File: src/rtl/nand_strobe_pkg.sv
package nand_strobe_pkg;

  typedef enum logic [1:0] {
    KIND_CMD   = 2'b00,
    KIND_ADDR  = 2'b01,
    KIND_WDATA = 2'b10,
    KIND_RDATA = 2'b11
  } cyc_kind_e;

  typedef enum logic [2:0] {
    PH_IDLE  = 3'd0,
    PH_SETUP = 3'd1,
    PH_PULSE = 3'd2,
    PH_HOLD  = 3'd3,
    PH_WAIT  = 3'd4
  } phase_e;

  // Field slot order inside one timing group (read group low, write group high)
  localparam int SLOT_SETUP = 0;
  localparam int SLOT_HOLD  = 1;
  localparam int SLOT_WIDTH = 2;
  localparam int SLOT_DELAY = 3;
  localparam int SLOTS_PER_GROUP = 4;

  function automatic logic kind_is_read(input cyc_kind_e k);
    return (k == KIND_RDATA);
  endfunction

endpackage

File: src/rtl/nand_sync_chain.sv
module nand_sync_chain #(
  parameter int STAGES = 2
) (
  input  logic clk,
  input  logic rst_n,
  input  logic async_in,
  output logic sync_out
);

  logic [STAGES-1:0] chain_q;

  generate
    if (STAGES == 1) begin : g_single
      always_ff @(posedge clk or negedge rst_n) begin
        if (!rst_n) chain_q <= '0;
        else        chain_q <= async_in;
      end
    end else begin : g_multi
      always_ff @(posedge clk or negedge rst_n) begin
        if (!rst_n) chain_q <= '0;
        else        chain_q <= {chain_q[STAGES-2:0], async_in};
      end
    end
  endgenerate

  assign sync_out = chain_q[STAGES-1];

endmodule

File: src/rtl/nand_timing_regs.sv
module nand_timing_regs #(
  parameter int TIMING_W = 32
) (
  input  logic                clk,
  input  logic                rst_n,
  input  logic                soft_rst,
  input  logic                cfg_wr,
  input  logic [TIMING_W-1:0] cfg_timing,
  input  logic                cfg_ce_force,
  output logic [TIMING_W-1:0] timing_word,
  output logic                ce_force
);

  logic [TIMING_W-1:0] timing_q, timing_d;
  logic                ce_q, ce_d;
  logic                load_en;

  assign load_en = soft_rst | cfg_wr;

  always_comb begin
    if (soft_rst) begin
      timing_d = '0;
      ce_d     = 1'b0;
    end else begin
      timing_d = cfg_timing;
      ce_d     = cfg_ce_force;
    end
  end

  always_ff @(posedge clk or negedge rst_n) begin
    if (!rst_n) begin
      timing_q <= '0;
      ce_q     <= 1'b0;
    end else if (load_en) begin
      timing_q <= timing_d;
      ce_q     <= ce_d;
    end
  end

  assign timing_word = timing_q;
  assign ce_force    = ce_q;

endmodule

File: src/rtl/nand_phase_fsm.sv
module nand_phase_fsm
  import nand_strobe_pkg::*;
#(
  parameter int FIELD_W = 4,
  parameter int DATA_W  = 8,
  localparam int TIMING_W = 2 * SLOTS_PER_GROUP * FIELD_W,
  localparam int WAIT_W   = FIELD_W + 1
) (
  input  logic                clk,
  input  logic                rst_n,
  input  logic                soft_rst,
  input  logic [TIMING_W-1:0] timing_word,
  input  logic                req_valid,
  input  logic [1:0]          req_kind,
  input  logic [DATA_W-1:0]   req_wdata,
  input  logic [DATA_W-1:0]   dq_in,
  output logic                busy,
  output logic                in_cycle,
  output logic                cle,
  output logic                ale,
  output logic                we_n,
  output logic                re_n,
  output logic [DATA_W-1:0]   dq_out,
  output logic                dq_oe,
  output logic [DATA_W-1:0]   rd_data,
  output logic                rd_valid
);

  function automatic logic [FIELD_W-1:0] pick_field(
    input logic [TIMING_W-1:0] w, input logic is_wr, input int slot);
    int idx;
    idx = (is_wr ? SLOTS_PER_GROUP : 0) + slot;
    return w[idx*FIELD_W +: FIELD_W];
  endfunction

  phase_e              phase_q, phase_d;
  cyc_kind_e           kind_q;
  logic [DATA_W-1:0]   wdata_q;
  logic [FIELD_W-1:0]  cnt_q, cnt_d;
  logic [WAIT_W-1:0]   wcnt_q, wcnt_d;
  logic [FIELD_W-1:0]  hold_q, width_q, delay_q;
  logic [FIELD_W-1:0]  new_setup, new_hold, new_width, new_delay;
  logic [DATA_W-1:0]   rd_data_q;
  logic                rd_valid_q;
  logic                accept, cap_en;
  logic                req_is_wr;
  cyc_kind_e           req_kind_e;

  assign req_kind_e = cyc_kind_e'(req_kind);
  assign req_is_wr  = !kind_is_read(req_kind_e);
  assign new_setup  = pick_field(timing_word, req_is_wr, SLOT_SETUP);
  assign new_hold   = pick_field(timing_word, req_is_wr, SLOT_HOLD);
  assign new_width  = pick_field(timing_word, req_is_wr, SLOT_WIDTH);
  assign new_delay  = pick_field(timing_word, req_is_wr, SLOT_DELAY);

  assign accept = (phase_q == PH_IDLE) && req_valid && !soft_rst;

  // Next-state logic
  always_comb begin
    phase_d = phase_q;
    cnt_d   = cnt_q;
    wcnt_d  = wcnt_q;
    cap_en  = 1'b0;
    unique case (phase_q)
      PH_IDLE: begin
        if (req_valid) begin
          phase_d = PH_SETUP;
          cnt_d   = new_setup;
        end
      end
      PH_SETUP: begin
        if (cnt_q == '0) begin
          phase_d = PH_PULSE;
          cnt_d   = width_q;
        end else begin
          cnt_d = cnt_q - 1'b1;
        end
      end
      PH_PULSE: begin
        if (cnt_q == '0) begin
          phase_d = PH_HOLD;
          cnt_d   = hold_q;
          cap_en  = kind_is_read(kind_q);
        end else begin
          cnt_d = cnt_q - 1'b1;
        end
      end
      PH_HOLD: begin
        if (cnt_q == '0) begin
          if (delay_q == '0) begin
            phase_d = PH_IDLE;
          end else begin
            phase_d = PH_WAIT;
            wcnt_d  = {delay_q, 1'b0} - WAIT_W'(1);
          end
        end else begin
          cnt_d = cnt_q - 1'b1;
        end
      end
      PH_WAIT: begin
        if (wcnt_q == '0) phase_d = PH_IDLE;
        else              wcnt_d  = wcnt_q - 1'b1;
      end
      default: phase_d = PH_IDLE;
    endcase
    if (soft_rst) begin
      phase_d = PH_IDLE;
      cap_en  = 1'b0;
    end
  end

  // State registers
  always_ff @(posedge clk or negedge rst_n) begin
    if (!rst_n) begin
      phase_q <= PH_IDLE;
      cnt_q   <= '0;
      wcnt_q  <= '0;
    end else begin
      phase_q <= phase_d;
      cnt_q   <= cnt_d;
      wcnt_q  <= wcnt_d;
    end
  end

  // Request capture, enabled only on acceptance
  always_ff @(posedge clk or negedge rst_n) begin
    if (!rst_n) begin
      kind_q  <= KIND_CMD;
      wdata_q <= '0;
      hold_q  <= '0;
      width_q <= '0;
      delay_q <= '0;
    end else if (accept) begin
      kind_q  <= req_kind_e;
      wdata_q <= req_wdata;
      hold_q  <= new_hold;
      width_q <= new_width;
      delay_q <= new_delay;
    end
  end

  // Read data capture on the edge that ends the pulse phase
  always_ff @(posedge clk or negedge rst_n) begin
    if (!rst_n) begin
      rd_data_q <= '0;
    end else if (cap_en) begin
      rd_data_q <= dq_in;
    end
  end

  always_ff @(posedge clk or negedge rst_n) begin
    if (!rst_n) rd_valid_q <= 1'b0;
    else        rd_valid_q <= cap_en;
  end

  // Outputs decoded from registered state
  logic strobe_phase, kind_wr;
  assign kind_wr      = !kind_is_read(kind_q);
  assign in_cycle     = (phase_q == PH_SETUP) || (phase_q == PH_PULSE) || (phase_q == PH_HOLD);
  assign strobe_phase = (phase_q == PH_PULSE);
  assign busy         = (phase_q != PH_IDLE);
  assign cle          = in_cycle && (kind_q == KIND_CMD);
  assign ale          = in_cycle && (kind_q == KIND_ADDR);
  assign we_n         = !(strobe_phase && kind_wr);
  assign re_n         = !(strobe_phase && !kind_wr);
  assign dq_oe        = in_cycle && kind_wr;
  assign dq_out       = wdata_q;
  assign rd_data      = rd_data_q;
  assign rd_valid     = rd_valid_q;

endmodule

File: src/rtl/nand_strobe_engine.sv
module nand_strobe_engine
  import nand_strobe_pkg::*;
#(
  parameter int FIELD_W     = 4,
  parameter int DATA_W      = 8,
  parameter int SYNC_STAGES = 2,
  parameter int RST_STAGES  = 2,
  localparam int TIMING_W   = 2 * SLOTS_PER_GROUP * FIELD_W
) (
  input  logic                clk,
  input  logic                rst_n,
  input  logic                soft_rst,
  input  logic                cfg_wr,
  input  logic [TIMING_W-1:0] cfg_timing,
  input  logic                cfg_ce_force,
  input  logic                req_valid,
  input  logic [1:0]          req_kind,
  input  logic [DATA_W-1:0]   req_wdata,
  output logic                busy,
  output logic [DATA_W-1:0]   rd_data,
  output logic                rd_valid,
  output logic                dev_ready,
  output logic                nand_ce_n,
  output logic                nand_cle,
  output logic                nand_ale,
  output logic                nand_we_n,
  output logic                nand_re_n,
  output logic [DATA_W-1:0]   nand_dq_out,
  output logic                nand_dq_oe,
  input  logic [DATA_W-1:0]   nand_dq_in,
  input  logic                nand_rb
);

  logic                core_rst_n;
  logic [TIMING_W-1:0] timing_word;
  logic                ce_force;
  logic                in_cycle;

  // Reset: asserted asynchronously, released through a synchronizer
  nand_sync_chain #(.STAGES(RST_STAGES)) u_rst_sync (
    .clk      (clk),
    .rst_n    (rst_n),
    .async_in (1'b1),
    .sync_out (core_rst_n)
  );

  nand_timing_regs #(.TIMING_W(TIMING_W)) u_regs (
    .clk          (clk),
    .rst_n        (core_rst_n),
    .soft_rst     (soft_rst),
    .cfg_wr       (cfg_wr),
    .cfg_timing   (cfg_timing),
    .cfg_ce_force (cfg_ce_force),
    .timing_word  (timing_word),
    .ce_force     (ce_force)
  );

  nand_phase_fsm #(.FIELD_W(FIELD_W), .DATA_W(DATA_W)) u_fsm (
    .clk         (clk),
    .rst_n       (core_rst_n),
    .soft_rst    (soft_rst),
    .timing_word (timing_word),
    .req_valid   (req_valid),
    .req_kind    (req_kind),
    .req_wdata   (req_wdata),
    .dq_in       (nand_dq_in),
    .busy        (busy),
    .in_cycle    (in_cycle),
    .cle         (nand_cle),
    .ale         (nand_ale),
    .we_n        (nand_we_n),
    .re_n        (nand_re_n),
    .dq_out      (nand_dq_out),
    .dq_oe       (nand_dq_oe),
    .rd_data     (rd_data),
    .rd_valid    (rd_valid)
  );

  nand_sync_chain #(.STAGES(SYNC_STAGES)) u_rb_sync (
    .clk      (clk),
    .rst_n    (core_rst_n),
    .async_in (nand_rb),
    .sync_out (dev_ready)
  );

  assign nand_ce_n = !(ce_force || in_cycle);

endmodule

File: config.mk
export PLATFORM = sky130hd
export DESIGN_NAME = nand_strobe_engine
export DESIGN_NICKNAME = d
export VERILOG_FILES = /design/src/rtl/nand_strobe_pkg.sv /design/src/rtl/nand_sync_chain.sv /design/src/rtl/nand_timing_regs.sv /design/src/rtl/nand_phase_fsm.sv /design/src/rtl/nand_strobe_engine.sv
export SDC_FILE = /design/constraint.sdc
export NUM_CORES = 1
export LEC_CHECK = 0
export BUFFER_PORTS_ARGS = -buffer_cell sky130_fd_sc_hd__buf_4
export CORE_UTILIZATION = 35
export CTS_CLUSTER_SIZE = 8
export DETAILED_ROUTE_END_ITERATION = 12
export GPL_ROUTABILITY_DRIVEN = 0
export PLACE_DENSITY = 0.57
export SYNTH_ARGS = -nofsm -noshare
export SYNTH_HDL_FRONTEND = slang
export SYNTH_SLANG_ARGS = --single-unit
File: constraint.sdc
create_clock -name clk -period 5.95 [get_ports clk]
set_input_delay 0.8925 -clock clk [delete_from_list [all_inputs] [get_ports clk]]
set_output_delay 0.8925 -clock clk [all_outputs]
set_load 0.005 [all_outputs]
Yosys cells after proc, flatten, opt, wreduce, memory -nomap -nowiden:

Index checks and enable logic that the tools add are counted.

* $add $sub $neg: 6
* muxes and demuxes: 23
* bitwise gates (word level): 1
* equal/unequal tests: 17
* shift operators: 4
* reductions and logical operators: 26

Operators with widths (count)
* variable part select 32 x 32 -> 4 bit: 3
* adder 30 x 3 -> 30 bit, second input constant: 2
* 2-to-1 mux 32 bit: 1
* variable part select 32 x 6 -> 4 bit: 1
* 2-to-1 mux 3 bit: 8
* 2-to-1 mux 4 bit: 4
* one-hot mux 4 bit (4 select lines): 1
* 2-to-1 mux 5 bit: 3
* one-hot mux 3 bit (5 select lines): 1
* one-hot mux 5 bit (2 select lines): 1
* subtractor 5 x 1 -> 5 bit, second input constant: 2
* != test 3 x 2 -> 1 bit, second input constant: 3
* logical NOT 4 bit: 2
* != test 2 bit, second input constant: 4
* logical AND 1 bit: 7
* == test 3 x 2 -> 1 bit, second input constant: 2
* != test 3 bit, second input constant: 2
* logical NOT 1 bit: 5
* logical NOT 5 bit: 1
* AND reduction 5 bit: 1
* adder 3 x 1 -> 4 bit, second input constant: 1
* == test 2 bit, second input constant: 2
* 2-to-1 mux 1 bit: 4
* AND reduction 4 bit: 1
* other kinds (13): 15

* input port bits: 57
* register bits: 80

Longest topological paths before layout:

* depth in word-level cells: 5
* mapped depth: 7

Hierarchy:

From an unflattened synthesis, not the netlist that was laid out.

* cell total of the unflattened synthesis: 326
* area, all modules: 3717.3 um^2

By module, submodules not included
* nand_phase_fsm: cells each 213, sequential area each 1076.0 um^2, area an instance 2242.2 um^2, instances 1
* nand_timing_regs: cells each 107, sequential area each 825.8 um^2, area an instance 1367.6 um^2, instances 1
* nand_sync_chain: cells each 2, sequential area each 50.0 um^2, area an instance 50.0 um^2, instances 2
* nand_strobe_engine: cells each 2, sequential area each 0.0 um^2, area an instance 7.5 um^2, instances 1

Least setup slack after synthesis:

Ideal clock, no wire load.

* path kind: input port to flip-flop
* start point: input req_valid
* end point: register u_fsm.cnt_q[2]
* buffers on the path: 0
* data arrival time: 1.845 ns
* setup time: 0.121 ns
* cell stages on the path: 4
* setup slack: 3.984 ns
* path through: nor3_1 > a311oi_1 > o21ai_0 > a22o_1

* word-level cells in the longest chain between the ends: 2

Ends and longest elaborated chain
* start: declaration: line nand_strobe_engine.sv:16 `input logic req_valid,`
* != test 2 bit (no line)
* AND reduction 3 bit (no line)
* end signal: assignment: line nand_phase_fsm.sv:120 `cnt_q <= cnt_d;`
* end: declaration: line nand_phase_fsm.sv:39 `logic [FIELD_W-1:0] cnt_q, cnt_d;`

Every way passes these cells.
A chain may end at the register's enable or synchronous reset.

Final worst setup path:

* start point: register u_fsm.phase_q[1]
* end point: output nand_re_n

* word-level cells in the longest chain between the ends: 3

Ends and longest elaborated chain
* start: declaration: line nand_phase_fsm.sv:36 `phase_e phase_q, phase_d;`
* start signal: assignment: line nand_phase_fsm.sv:119 `phase_q <= phase_d;`
* == test 3 x 2 -> 1 bit: line nand_phase_fsm.sv:160 `assign strobe_phase = (phase_q == PH_PULSE);`
* logical AND 1 bit: line nand_phase_fsm.sv:165 `assign re_n = !(strobe_phase && !kind_wr);`
* logical NOT 1 bit: line nand_phase_fsm.sv:165
* end: declaration: line nand_strobe_engine.sv:27 `output logic nand_re_n,`

Every way passes these cells.

==> run_results.csv <==
group,metric,value,unit
outcome,status,"complete, no violations",
die,die_w,105,um
global_routing,grt_pass1_wl,13.2,mm
setup_path,required,5060,ps
synthesis,synth_xor_area_share,0.712,%
die,die-area,0.0110,sq mm
synthesis,syn-num-nets,381,
synthesis,synth_simple_gate_area_share,12.6,%
power,vdd.ir_drop.worst,112,uV
detailed_routing,wl_per_cell,14.8,um
clocking,htree_levels,3,
layout,layout-drive-gt1-share,30.7,%
setup_path,worstSetupPathType,"register to primary output",
synthesis,synth_area_per_cell,11.5,sq um
timing,slew_violations,0,
layout,post-route-cell-area,0.00459,sq mm
setup_path,rrSetupSlack,3690,ps
detailed_routing,wirelength,7.88,mm
synthesis,seq_area_frac_synth,54.2,%
die,start_util,35.9,%
timing,finalHoldViolations,0,
synthesis,synthDistinctLibCells,42,
global_routing,grt_max_degree,79,
clocking,clock_latency,350,ps
setup_path,timing.rr.start,"u_fsm.cnt_q[0]$_DFFE_PN0P_",
synthesis,yosys.area.top_type,"dfrtp_1",
die,coreArea,0.0103,sq mm
layout,fill_cells,992,
power,leakage,2.22,nW
timing,finClkSkew,14.5,ps
synthesis,synth.mux.area_fraction,19.1,%
detailed_routing,first_pass_iters,6,
clocking,cts_hold_buf,0,
global_routing,grt_pass1_vias,2611,
global_routing,overflow,0,
clocking,clkSinkCount,80,
hold_path,hold_path.class,"input port to async pin",
timing,slew-limit-headroom,32.3,%
job,maxCapViolCount,0,
detailed_routing,drc,0,
power,power.density,355,mW/mm^2
setup_path,r2r-end,"u_fsm.cnt_q[2]$_DFFE_PN0P_",
die,die_y,105,um
synthesis,synthCells,320,
setup_path,critPathBufInv,1,
power,power,1.63,mW
clocking,cts.repair.resized,0,
synthesis,synth-adder-area-share,1.36,%
synthesis,ys_ff_latch,80,
die,num_io_pins,82,
timing,min_period_over_period,45.0,%
clocking,clk_path_buf_depth,2,
detailed_routing,antenna_left,0,
synthesis,synth_ff_type,"dfrtp_1",
placed_design,portBuffers,81,
synthesis,synth_edf_count,0,
synthesis,synth_area_leaders,"dfrtp_1 (54%), mux2i_1 (13%), mux2_2 (6.1%)",
synthesis,synth_top_family_by_area,"multiplexers",
timing,tightest_slew,1020,ps
timing,period_minus_slack,2680,ps
setup_path,slowest_stage,"dfrtp_1",
setup_path,crit_chain,"nor3b_2 > nand3_2 > buf_4",
global_routing,antenna_found_initial,0,
detailed_routing,vias_per_cell,4.85,
synthesis,yosys_warnings,0,
synthesis,async_reset_ff_share,100,%
clocking,cts_tree,"done",
synthesis,synth_compound_area_share,8.54,%
placed_design,placed_cell_area,0.00438,sq mm
setup_path,ff2ff_path_depth,6,
synthesis,syn_area,0.00369,sq mm
timing,finalSetupTns,0,ps
detailed_routing,vias,2591,
clocking,path_clk_slew,80,ps
clocking,numCtsBuffers,9,
setup_path,crit_family,"flip-flops",
clocking,cts_root_buf,"clkbuf_8",
placed_design,dp_cells,520,
setup_path,crit_arrival,1790,ps
die,num_rows,37,
setup_path,worst_setup_path_start_kind,"register",
detailed_routing,drt_iter0_markers,156,
placed_design,dp_hpwl,5.40,mm
layout,final-instance-count-excl-fill,534,
layout,antennaDiodeCount,0,
global_routing,grtUsageTotal,15.5,%
layout,final_nets,456,
setup_path,crit_path_max_fanout,18,
timing,max_freq,0.373,GHz
clocking,postCtsSetupBuffers,0,
layout,syn2layout_area_growth,24.3,%
timing,rsz0062_at_grt,"false",
timing,finalSetupViolCount,0,
setup_path,end_kind,"primary output",
synthesis,netlist.area_leader.share,54.2,%
setup_path,cpPeakStageDelay,670,ps
## report_power, final
group          switching, mW  internal, mW
clock network          0.190         0.244
logic                  0.201         0.250
registers             0.0981         0.648
total                  0.489          1.14
## worst max-delay path by stage
stage,from,end,cells past startpoint
detailed placement,req_kind[1],u_fsm.cnt_q[3]$_DFFE_PN0P_,5
CTS,u_fsm.phase_q[1]$_DFFE_PN0P_,nand_re_n,3
global route,u_fsm.phase_q[1]$_DFFE_PN0P_,nand_re_n,3
finish,u_fsm.phase_q[1]$_DFFE_PN0P_,nand_re_n,3
floorplan,u_rst_sync.chain_q[1]$_DFF_PN0_,u_fsm.cnt_q[0]$_DFFE_PN0P_,0
global placement,req_kind[0],u_fsm.cnt_q[3]$_DFFE_PN0P_,5
## placed cells by master, fill, tap and decap left out, drive strengths merged, types with 2 or more instances in the layout
master / instances
a22o: 5
nand2b: 3
a211o: 2
a21oi: 5
mux2: 20
dfrtp: 80
bufinv: 2
ha: 4
inv: 6
nand3: 2
nand3b: 6
nor3: 8
xnor2: 2
mux2i: 48
nor3b: 7
nand2: 19
clkbuf: 11
o21ai: 24
o221ai: 2
buf: 82
or3b: 2
nor2: 42
## state kept, by name, summed over array words and instances (netlist names), 2 cells and up
| name | flops |
|---|---|
| u_fsm.cnt_q | 4 |
| u_fsm.delay_q | 4 |
| u_fsm.dq_out | 8 |
| u_fsm.hold_q | 4 |
| u_fsm.kind_q | 2 |
| u_fsm.phase_q | 3 |
| u_fsm.rd_data | 8 |
| u_fsm.wcnt_q | 5 |
| u_fsm.width_q | 4 |
| u_rb_sync.chain_q | 2 |
| u_regs.timing_word | 32 |
| u_rst_sync.chain_q | 2 |
## per-stage QoR
stage / utilization [%] / hold WS (ps) / setup slack [ps]
after global routing: 44.6 / 284 / 3160
final: 44.6 / 308 / 3270
after detailed placement: 42.6 / 336 / 3460
after global placement: 42.6 / 333 / 3510
after CTS: 44.6 / 292 / 3250
after floorplan: - / 331 / 3560
## synth_stat cells, types with 2 or more instances
cell type	instances
a211o_1	2
a21oi_1	5
a22o_1	5
buf_2	6
buf_6	3
clkbuf_1	8
dfrtp_1	80
ha_1	4
inv_1	6
mux2_2	20
mux2i_1	48
nand2_1	19
nand2b_1	3
nand3b_1	6
nor2_1	42
nor3_1	7
nor3b_1	6
o21ai_0	24
o221ai_1	2
xnor2_1	2
## metal layers
metal / wire length [um] / up-vias / GRT usage [%]
li1: - / 1275 / -
met1: 4020 / 1257 / 23.0
met2: 3410 / 48 / 21.1
met3: 283 / 11 / 3.49
met4: 172 / 0 / 7.14
met5: 0 / - / 0
## logic make-up after synthesis
| group | Yosys count |
|---|---|
| DFF | 80 |
| muxes | 68 |
| xor gates and xnor gates | 3 |
| buffers and inverters | 24 |
| adders and majority gates | 4 |
| and+or+nand+nor | 93 |
| other | 1 |
| AOI/OAI and AO/OA | 47 |
## layout make-up
cell class	instances	area, sq um	area share (%)
multi-input cells	216	1570	34.1
inverters	6	22.5	0.491
clock inverters	3	67.6	1.47
flip-flops and latches	80	2010	43.7
repair buffers	82	616	13.4
well taps	136	170	3.71
clock buffers	11	141	3.08
Power figures use the tool's default switching activity.
